**src/rtl/wg_pkg.sv**
```systemverilog
package wg_pkg;
  localparam int unsigned WORD_W    = 32;
  localparam int unsigned ADDR_W    = 12;
  localparam int unsigned NUM_CPUS  = 2;
  localparam logic [ADDR_W-1:0] MODE_ADDR = 12'h800;
  localparam int unsigned MODE_BIT  = 5;
endpackage

```
**src/rtl/wg_regs.sv**
```systemverilog
module wg_regs
  import wg_pkg::*;
#(
  parameter int unsigned NUM_BANKS = 5,
  localparam int unsigned NUM_LINES = NUM_BANKS * WORD_W,
  localparam int unsigned NUM_SETS  = (NUM_BANKS == 7) ? 1 : 2
) (
  input  logic                         clk_i,
  input  logic                         rst_ni,
  input  logic                         wr_i,
  input  logic [ADDR_W-1:0]            addr_i,
  input  logic [WORD_W-1:0]            wdata_i,
  output logic [WORD_W-1:0]            rdata_o,
  output logic [NUM_CPUS-1:0][NUM_LINES-1:0] en_o,
  output logic                         mode_o
);
  logic       cpu_sel;
  logic [7:0] bank_idx;
  logic       set_ok, bank_hit, mode_hit;

  assign cpu_sel  = addr_i[10];
  assign bank_idx = addr_i[9:2];
  assign set_ok   = !cpu_sel || (NUM_SETS == 2);
  assign bank_hit = !addr_i[11] && (addr_i[1:0] == 2'b00) &&
                    (bank_idx < 8'(NUM_BANKS)) && set_ok;
  assign mode_hit = (addr_i == MODE_ADDR);

  for (genvar c = 0; c < NUM_CPUS; c++) begin : g_cpu
    for (genvar b = 0; b < NUM_BANKS; b++) begin : g_bank
      if (c < NUM_SETS) begin : g_impl
        logic [WORD_W-1:0] bank_q;
        always_ff @(posedge clk_i or negedge rst_ni) begin
          if (!rst_ni) bank_q <= '0;
          else if (wr_i && bank_hit && (cpu_sel == 1'(c)) && (bank_idx == 8'(b)))
            bank_q <= wdata_i;
        end
        assign en_o[c][b*WORD_W +: WORD_W] = bank_q;
      end else begin : g_none
        assign en_o[c][b*WORD_W +: WORD_W] = '0;
      end
    end
  end

  always_ff @(posedge clk_i or negedge rst_ni) begin
    if (!rst_ni) mode_o <= 1'b0;
    else if (wr_i && mode_hit) mode_o <= wdata_i[MODE_BIT];
  end

  always_comb begin
    rdata_o = '0;
    if (mode_hit) rdata_o[MODE_BIT] = mode_o;
    else if (bank_hit) begin
      for (int b = 0; b < NUM_BANKS; b++)
        if (bank_idx == 8'(b)) rdata_o = en_o[cpu_sel][b*WORD_W +: WORD_W];
    end
  end
endmodule

```
**src/rtl/wg_gate.sv**
```systemverilog
module wg_gate
  import wg_pkg::*;
#(
  parameter int unsigned NUM_LINES = 160
) (
  input  logic                               clk_i,
  input  logic                               rst_ni,
  input  logic [NUM_LINES-1:0]               irq_i,
  input  logic [NUM_CPUS-1:0][NUM_LINES-1:0] en_i,
  input  logic                               indep_i,
  output logic [NUM_CPUS-1:0]                wake_o
);
  logic [NUM_CPUS-1:0] raw, nxt;

  for (genvar c = 0; c < NUM_CPUS; c++) begin : g_or
    assign raw[c] = |(irq_i & en_i[c]);
  end

  // coupled cores share one wake decision
  assign nxt = indep_i ? raw : {NUM_CPUS{|raw}};

  always_ff @(posedge clk_i or negedge rst_ni) begin
    if (!rst_ni) wake_o <= '0;
    else         wake_o <= nxt;
  end
endmodule

```
**src/rtl/wake_gen_top.sv**
```systemverilog
module wake_gen_top
  import wg_pkg::*;
#(
  parameter int unsigned NUM_BANKS = 5,
  localparam int unsigned NUM_LINES = NUM_BANKS * WORD_W
) (
  input  logic                 clk_i,
  input  logic                 rst_ni,
  input  logic                 psel_i,
  input  logic                 penable_i,
  input  logic                 pwrite_i,
  input  logic [11:0]          paddr_i,
  input  logic [31:0]          pwdata_i,
  output logic [31:0]          prdata_o,
  input  logic [NUM_LINES-1:0] irq_i,
  output logic [NUM_LINES-1:0] irq_o,
  output logic [1:0]           wake_o
);
  logic                               wr;
  logic                               mode_q;
  logic [NUM_CPUS-1:0][NUM_LINES-1:0] en;

  assign wr    = psel_i && penable_i && pwrite_i;
  assign irq_o = irq_i;

  wg_regs #(.NUM_BANKS(NUM_BANKS)) regs_i (
    .clk_i(clk_i), .rst_ni(rst_ni), .wr_i(wr), .addr_i(paddr_i),
    .wdata_i(pwdata_i), .rdata_o(prdata_o), .en_o(en), .mode_o(mode_q)
  );

  wg_gate #(.NUM_LINES(NUM_LINES)) gate_i (
    .clk_i(clk_i), .rst_ni(rst_ni), .irq_i(irq_i), .en_i(en),
    .indep_i(mode_q), .wake_o(wake_o)
  );
endmodule

```
**config.mk**
```make
export PLATFORM = sky130hd
export DESIGN_NAME = wake_gen_top
export DESIGN_NICKNAME = d
export VERILOG_FILES = /design/src/rtl/wg_pkg.sv /design/src/rtl/wg_regs.sv /design/src/rtl/wg_gate.sv /design/src/rtl/wake_gen_top.sv
export SDC_FILE = /design/constraint.sdc
export NUM_CORES = 1
export LEC_CHECK = 0
export ABC_AREA = 1
export BUFFER_PORTS_ARGS = -buffer_cell sky130_fd_sc_hd__buf_2
export CAP_MARGIN = 20
export CORE_MARGIN = 2
export CORE_UTILIZATION = 57
export CTS_BUF_LIST = sky130_fd_sc_hd__clkbuf_8
export CTS_CLUSTER_SIZE = 16
export DETAILED_ROUTE_END_ITERATION = 7
export HOLD_SLACK_MARGIN = 0.1
export PLACE_DENSITY = 0.8
export SLEW_MARGIN = 20
export SYNTH_ARGS = -nofsm -noshare
export SYNTH_HDL_FRONTEND = slang
export SYNTH_SLANG_ARGS = --single-unit
```
**constraint.sdc**
```tcl
create_clock -name clk_i -period 1.55 [get_ports clk_i]
set_input_delay 0 -clock clk_i [delete_from_list [all_inputs] [get_ports clk_i]]
set_output_delay 0 -clock clk_i [all_outputs]
set_load 0.03 [all_outputs]
```
# Word-level counts from Yosys, hierarchy flattened
# Index checks and enable logic that the tools add are counted.
[totals] regBits=323 input_bits=209 wordCells=58
[op_classes] magnitude_cmp=2 eq_ne=5 mux=12 bitwise=3 n_reduce_logical=24
[op_table] cell="$and A160 B160 Y160" count=2
[op_table] cell="$mux W160" count=2
[op_table] cell="$reduce_or A160 Y1" count=2
[op_table] cell="$reduce_or A320 Y1" count=1
[op_table] cell="$mux W32" count=6
[op_table] cell="$mux W26" count=1
[op_table] cell="$logic_and A1 B1 Y1" count=18
[op_table] cell="$eq A8 B2 Y1 const B" count=2
[op_table] cell="$eq A12 B12 Y1 const B" count=1
[op_table] cell="$eq A8 B1 Y1 const B" count=1
[op_table] cell="$eq A8 B3 Y1 const B" count=1
[op_table] cell="$logic_not A8 Y1" count=1
[op_table] cell="$lt A8 B3 Y1 const B" count=1
[op_table] cell="$mux W5" count=1
[op_table] cell="$logic_not A2 Y1" count=1
[op_table] cell="$lt A1 B2 Y1 const B" count=1
[op_table] cell="$mux W2" count=1
[op_table] cell="$logic_not A1 Y1" count=1
[op_table] cell="$mux W1" count=1
[op_table] cell="$not A1 Y1" count=1

# Logic depth before layout (Yosys ltp)
[depth] word_depth=9 ltp_mapped=11

# Cells and area by module
# Synthesis repeated with hierarchy kept, for this count alone.
[unflattened] cells_unflattened=2850 hier_area_um2=19296.0
[modules_own_cells] module="wg_regs" n_inst=1 cells_per_inst=2055 area_per_inst_um2=15631.2 seq_area_each_um2=8032.7
[modules_own_cells] module="wg_gate" n_inst=1 cells_per_inst=632 area_per_inst_um2=2449.8 seq_area_each_um2=50.0
[modules_own_cells] module="wake_gen_top" n_inst=1 cells_per_inst=163 area_per_inst_um2=1214.9 seq_area_each_um2=0.0

# Worst setup path before layout
# No wires, ideal clock.
[synth_timing] kind="input port to output port" from="in paddr_i[10]" to="out prdata_o[13]" arrival_time_ns=1.667 t_required_ns=1.550 path_slack_ns=-0.117 path_stages=8 n_path_buf=4 path_cell_list="buf_2 -> clkbuf_1 -> buf_2 -> buf_1 -> nand2_1 -> o21ai_0 -> a21oi_1 -> a21oi_1"
[synth_via] elab_chain_len=9 word_cells_on_any_way=10 cone_classes="eq/ne (1); mux (9)"
[synth_lines] element="start, declared" line="wake_gen_top.sv:12" source="input logic [11:0] paddr_i,"
[synth_lines] element="$mux W160 (not written as such) (2 in a row)" line="wg_regs.sv:54" source="if (bank_idx == 8'(b)) rdata_o = en_o[cpu_sel][b*WORD_W +: WORD_W];"
[synth_lines] element="$mux W32 (5 in a row)" line="wg_regs.sv:54"
[synth_lines] element="$mux W32" line="wg_regs.sv:52" source="else if (bank_hit) begin"
[synth_lines] element="$mux W26 *" line="wg_regs.sv:51" source="if (mode_hit) rdata_o[MODE_BIT] = mode_o;"
[synth_lines] element="end, declared" line="wake_gen_top.sv:14" source="output logic [31:0] prdata_o,"
# Every way passes the cells marked *; elsewhere a longest branch is shown, timed or not. The select of a mux whose other input is x is not followed.

# Worst setup path after layout
[layout_timing] from="reg regs_i.g_cpu[1].g_bank[1].g_impl.bank_q[20]" to="out prdata_o[20]"
[layout_via] elab_chain_len=8
[layout_lines] element="start, declared" line="wg_regs.sv:31" source="logic [WORD_W-1:0] bank_q;"
[layout_lines] element="start signal, assigned" line="wg_regs.sv:35" source="bank_q <= wdata_i;"
[layout_lines] element="$mux W160 (2 in a row)"
[layout_lines] element="$mux W32 (4 in a row)" line="wg_regs.sv:54"
[layout_lines] element="$mux W32" line="wg_regs.sv:52"
[layout_lines] element="$mux W26" line="wg_regs.sv:51"
# Every way passes these cells. The select of a mux whose other input is x is not followed.

==> results.md <==
Status:
- The run finished, with violations left.
- The checks that failed: negative setup slack.

Floorplan:
- The initial standard-cell utilization of the core is between 50% and 60%.
- The core outline area is 33300 um2.
- The initialized floorplan defines 67 standard-cell rows.
- The die area is around 35000 um2.
- The die is 187 um wide.
- The die span in y is around 190 um.
- The number of ports placed on the die boundary is slightly above 400.

Finish:
- At the end of the flow, the number of nets in the layout was ~3500.
- The final cell utilization of the core is about three quarters.
- The area growth from synthesis to layout is 33.6%.
- Cells with a size suffix above 1 make up between 20% and 30% of the layout.

Clock tree:
- After clock tree synthesis, the clock-pin slew on the worst setup and hold paths is 60 ps.
- Clock tree synthesis selected as its root buffer the cell sky130_fd_sc_hd__clkbuf_8.
- For the worst-skew pair, the clock arrives at the later sink with an insertion delay of ~630 ps.
- The sink count of the clock tree is 323.
- The longest clock path from root to sink contains 3 buffers.
- The clock tree synthesis step divided the H-tree into 2 levels.
- The CTS buffer count is 55.
- TritonCTS built the clock tree.

Timing:
- The number of max-slew violations in the final report is 0.
- The clock tree skew after final layout is between 15 and 20 ps.
- The fmax is 485 MHz.
- The number of endpoints with negative hold slack in the final report is 0.
- The actual slew at the worst max-slew pin is 453 ps.
- In this run the tightest slew margin relative to its limit is 69.8%.
- The worst slack on hold paths is between 100 and 150 ps.
- Setup violations remaining at the end of the flow were counted as 35.
- Of the available clock period, the critical path in the final layout requires 133%.
- Setup slack on the critical path of the routed design comes to -513 ps.
- Counting I/O delays and the setup requirement, the final critical path takes approximately 2100 ps.
- Setup repair after global routing could not meet its margin everywhere.

Global route:
- The first-pass GRT wire length is ~110000 um.
- The number of global-route vias before repair is around 21000.
- The maximum number of pins on one net before global-route repair is 66.
- Summed over all layers, the global routing overflow is 0.
- For this run, the total global-route usage over all layers was measured as between 30% and 40%.
- The number of antenna violations at the first check in global routing is 1.

Worst setup path:
- By startpoint and endpoint, the worst setup path is classified as flop to output port.
- Traced cell by cell, the critical path runs through inv_2 -> nand2_1 -> o21ai_1 -> o211ai_1 -> nand2_1 -> a21oi_2 -> buf_6.
- For this design, the slowest cell found on the critical path is sky130_fd_sc_hd__dfrtp_1.
- The worst stage delay on the critical path is around 370 ps.
- Among the stages of the critical path, the cell type that occurs most often is sky130_fd_sc_hd__nand2_1.
- The number of buffers and inverters on the critical path is 2.
- At the worst endpoint, the required time is about 1600 ps.
- The type of element capturing the critical path is an output port.
- In this run the worst path has a maximum fanout of 2.
- Data on the critical path arrives at its endpoint at about 2100 ps.
- The critical path's top delay family is compound AO/OA/AOI/OAI gates.
- The worst setup path is launched from a flop.

Synthesis:
- The number of synthesized register bits is around 320.
- By area, the combinational part of the netlist is dominated by simple AND/OR/NAND/NOR gates.
- Sequential elements use roughly 42% of the synthesized area.
- The number of cells produced by synthesis is 2789.
- Summing the areas of all compound-gate instances in the mapped netlist gives 16.8% of the synthesized area.
- The number of warnings printed during yosys synthesis is 0.
- The net count of the mapped netlist is 2998.
- The number of distinct library cell variants in the gate-level netlist after synthesis is 26.
- After synthesis, the share of flip-flops with an asynchronous set or reset is 100%.
- In this run, synthesis inferred 0 flip-flops with an integrated enable.
- Of the total synthesized cell area, the portion taken by AND, OR, NAND and NOR gates is 27.4%.
- Summing the areas of all fa, ha and maj instances in the mapped netlist gives 0% of the synthesized area.
- The mapped netlist covers roughly 19000 um2.
- Among all flip-flop cells after synthesis, the most frequent one is sky130_fd_sc_hd__dfrtp_1.
- Of the total synthesized cell area, the portion taken by XOR and XNOR cells is 0%.
- The average instance in the mapped netlist occupies 6.85 um2.
- The multiplexer fraction of the synthesized cell area is 0%.

Routing:
- In this run the remaining antenna-violating nets after routing total 0.
- In this run, the number of DRC markers left after iteration 0 of detailed routing was around 2000.
- The number of vias per cell after detailed routing is between 5 and 6.
- The final route contains about 21000 vias.
- The average wire length per cell after detail routing is 18.8 um.
- The total wirelength of the detailed-routed design is 71100 um.
- The first detailed-routing pass ran for 7 iterations.
- The number of design rule violations left after detail routing is 0.

Job:
- Max-cap violations in this run came to 0.

Placement:
- The number of buffers added on ports is between 400 and 500.
- Routability-driven placement finished with a final weighted congestion of approximately 0.94.
- The placed wire-length estimate is approximately 46000 um.
- The worst setup slack after placement is -296 ps.

Worst hold path:
- The tightest min-delay check is of the primary input to flop type.

Pwr:
- IR analysis of the VDD net gives a maximum drop of approximately 0.66 mV.
- The total power density per cell area is 734 nW/um2.
- The analysis attributes to cell leakage a power of roughly 13 nW.
## cell families (layout without fill, tap and decap cells)
group                  after synthesis  count (layout)
other                                0               1
AO/OA/AOI/OAI                      606             606
AND/OR/NAND/NOR                   1352            1352
buffers and inverters              508            1054
flip-flops                         323             323
## worst register-to-register path, stage by stage (launching register included)
cell and delay, ps:
sky130_fd_sc_hd__dfrtp_1 400, sky130_fd_sc_hd__buf_4 150, sky130_fd_sc_hd__nand2_2 60, sky130_fd_sc_hd__nand2_1 60, sky130_fd_sc_hd__nor2_2 110, sky130_fd_sc_hd__nand2_1 70
sky130_fd_sc_hd__nor2_2 140, sky130_fd_sc_hd__nand2_2 110, sky130_fd_sc_hd__nor2_4 210, sky130_fd_sc_hd__nand3_2 110, sky130_fd_sc_hd__nand2_2 70, sky130_fd_sc_hd__nand2_2 60
## worst paths after layout
check                                                             from                                           to  slack (ps)  cells after the start
min in group asynchronous                                       rst_ni   regs_i.g_cpu[1].g_bank[2].g_impl.bank_q[7]         550                      4
max reg2reg                regs_i.g_cpu[1].g_bank[1].g_impl.bank_q[20]                             gate_i.wake_o[0]        -120                     11
max                        regs_i.g_cpu[1].g_bank[1].g_impl.bank_q[20]                                 prdata_o[20]        -510                      7
min                                                          irq_i[31]                             gate_i.wake_o[0]         110                     11
min reg2reg                regs_i.g_cpu[0].g_bank[2].g_impl.bank_q[17]  regs_i.g_cpu[0].g_bank[2].g_impl.bank_q[17]         510                      2
max in group asynchronous                                       rst_ni  regs_i.g_cpu[1].g_bank[4].g_impl.bank_q[11]         570                      4
## flip-flops by register name (all words and copies together), names as in the netlist
signal,count
regs_i.g_cpu.g_bank.g_impl.bank_q,320
gate_i.wake_o,2
regs_i.mode_o,1
## metal layers
| layer | up-vias | part of all wire [%] | global-route usage (%) |
|---|---|---|---|
| li1 | 9715 | - | - |
| met1 | 9862 | 36 | 47.7 |
| met2 | 1345 | 48 | 65.7 |
| met3 | 336 | 9.1 | 6.77 |
| met4 | 0 | 6.7 | 25.9 |
| met5 | - | 0 | 0 |
## where the power goes
part	switching, mW	total [mW]	internal [mW]
sequential	0.000282	8.44	8.43
clock	3.66	7.73	4.07
combinational	1.64	2.55	0.905
total	5.30	18.7	13.4
## cell type report
| type | instances | area (um2) |
|---|---|---|
| clock buffers | 71 | 977 |
| repair buffers | 779 | 6110 |
| multi-input cells | 1958 | 9000 |
| diodes | 1 | 2.50 |
| flip-flops and latches | 323 | 8080 |
| clock inverters | 26 | 114 |
| inverters | 178 | 671 |
| fillers | 2408 | 7770 |
| well taps | 448 | 561 |
## cell usage after synthesis (2+ instances only)
cell / count / area (um2)
sky130_fd_sc_hd__nand2_1: 1207 / 4530
sky130_fd_sc_hd__o21ai_0: 391 / 1960
sky130_fd_sc_hd__dfrtp_1: 323 / 8080
sky130_fd_sc_hd__inv_1: 172 / 646
sky130_fd_sc_hd__buf_4: 160 / 1200
sky130_fd_sc_hd__clkbuf_1: 104 / 390
sky130_fd_sc_hd__nor2_1: 103 / 387
sky130_fd_sc_hd__o21ai_1: 89 / 445
sky130_fd_sc_hd__o211ai_1: 62 / 465
sky130_fd_sc_hd__a21oi_1: 61 / 305
sky130_fd_sc_hd__buf_2: 53 / 265
sky130_fd_sc_hd__nand4_1: 19 / 119
sky130_fd_sc_hd__buf_1: 9 / 33.8
sky130_fd_sc_hd__nand3_1: 9 / 45.0
sky130_fd_sc_hd__inv_2: 5 / 18.8
sky130_fd_sc_hd__nor2_4: 5 / 56.3
sky130_fd_sc_hd__clkbuf_2: 4 / 20.0
sky130_fd_sc_hd__nor2_2: 4 / 25.0
sky130_fd_sc_hd__nand3_4: 2 / 35.0
## through the flow
stage	TNS (ps)	power [mW]	instance area [um2]	std cells
finish	-11370	18.7	25500	3784
global route	-13560	19.3	25500	3784
CTS	-11480	18.6	25100	3764
detailed placement	-58480	10.6	21100	3418
global placement	-45160	10.6	21100	3418
floorplan	0	9.82	19200	2789
## cells in the final DEF, fill, tap and decap left out, types with 2 or more instances in the layout
cell                                n
sky130_fd_sc_hd__inv_1            154
sky130_fd_sc_hd__clkinv_2           6
sky130_fd_sc_hd__nand2_1         1167
sky130_fd_sc_hd__o21ai_1          114
sky130_fd_sc_hd__o21ai_4            8
sky130_fd_sc_hd__nand3_1            4
sky130_fd_sc_hd__nor2_4             9
sky130_fd_sc_hd__a21oi_2           29
sky130_fd_sc_hd__nand4_1           19
sky130_fd_sc_hd__a21oi_1           31
sky130_fd_sc_hd__o211ai_1          62
sky130_fd_sc_hd__nand3_2            5
sky130_fd_sc_hd__inv_2             41
sky130_fd_sc_hd__o21ai_2           35
sky130_fd_sc_hd__clkbuf_8          71
sky130_fd_sc_hd__buf_6             72
sky130_fd_sc_hd__clkinvlp_4         3
sky130_fd_sc_hd__nand3_4            2
sky130_fd_sc_hd__buf_12            33
sky130_fd_sc_hd__nand2_2           37
sky130_fd_sc_hd__buf_4            112
sky130_fd_sc_hd__buf_2            368
sky130_fd_sc_hd__dlygate4sd3_1    191
sky130_fd_sc_hd__dlymetal6s4s_1     2
sky130_fd_sc_hd__nor2_1            82
sky130_fd_sc_hd__nand2_4            3
sky130_fd_sc_hd__o21ai_0          323
sky130_fd_sc_hd__a21oi_4            2
sky130_fd_sc_hd__dfrtp_1          323
sky130_fd_sc_hd__nor2_2            21
## what timing repair did
action | CTS | global route
gates resized for setup | 233 | 102
buffers inserted | 61 | 33
setup endpoints to repair | 34 | 46
hold buffers | 194 | 0
endpoints found under the hold margin | 646 | 0
pin swaps | 100 | 116
(Power assumes the default switching activity.)
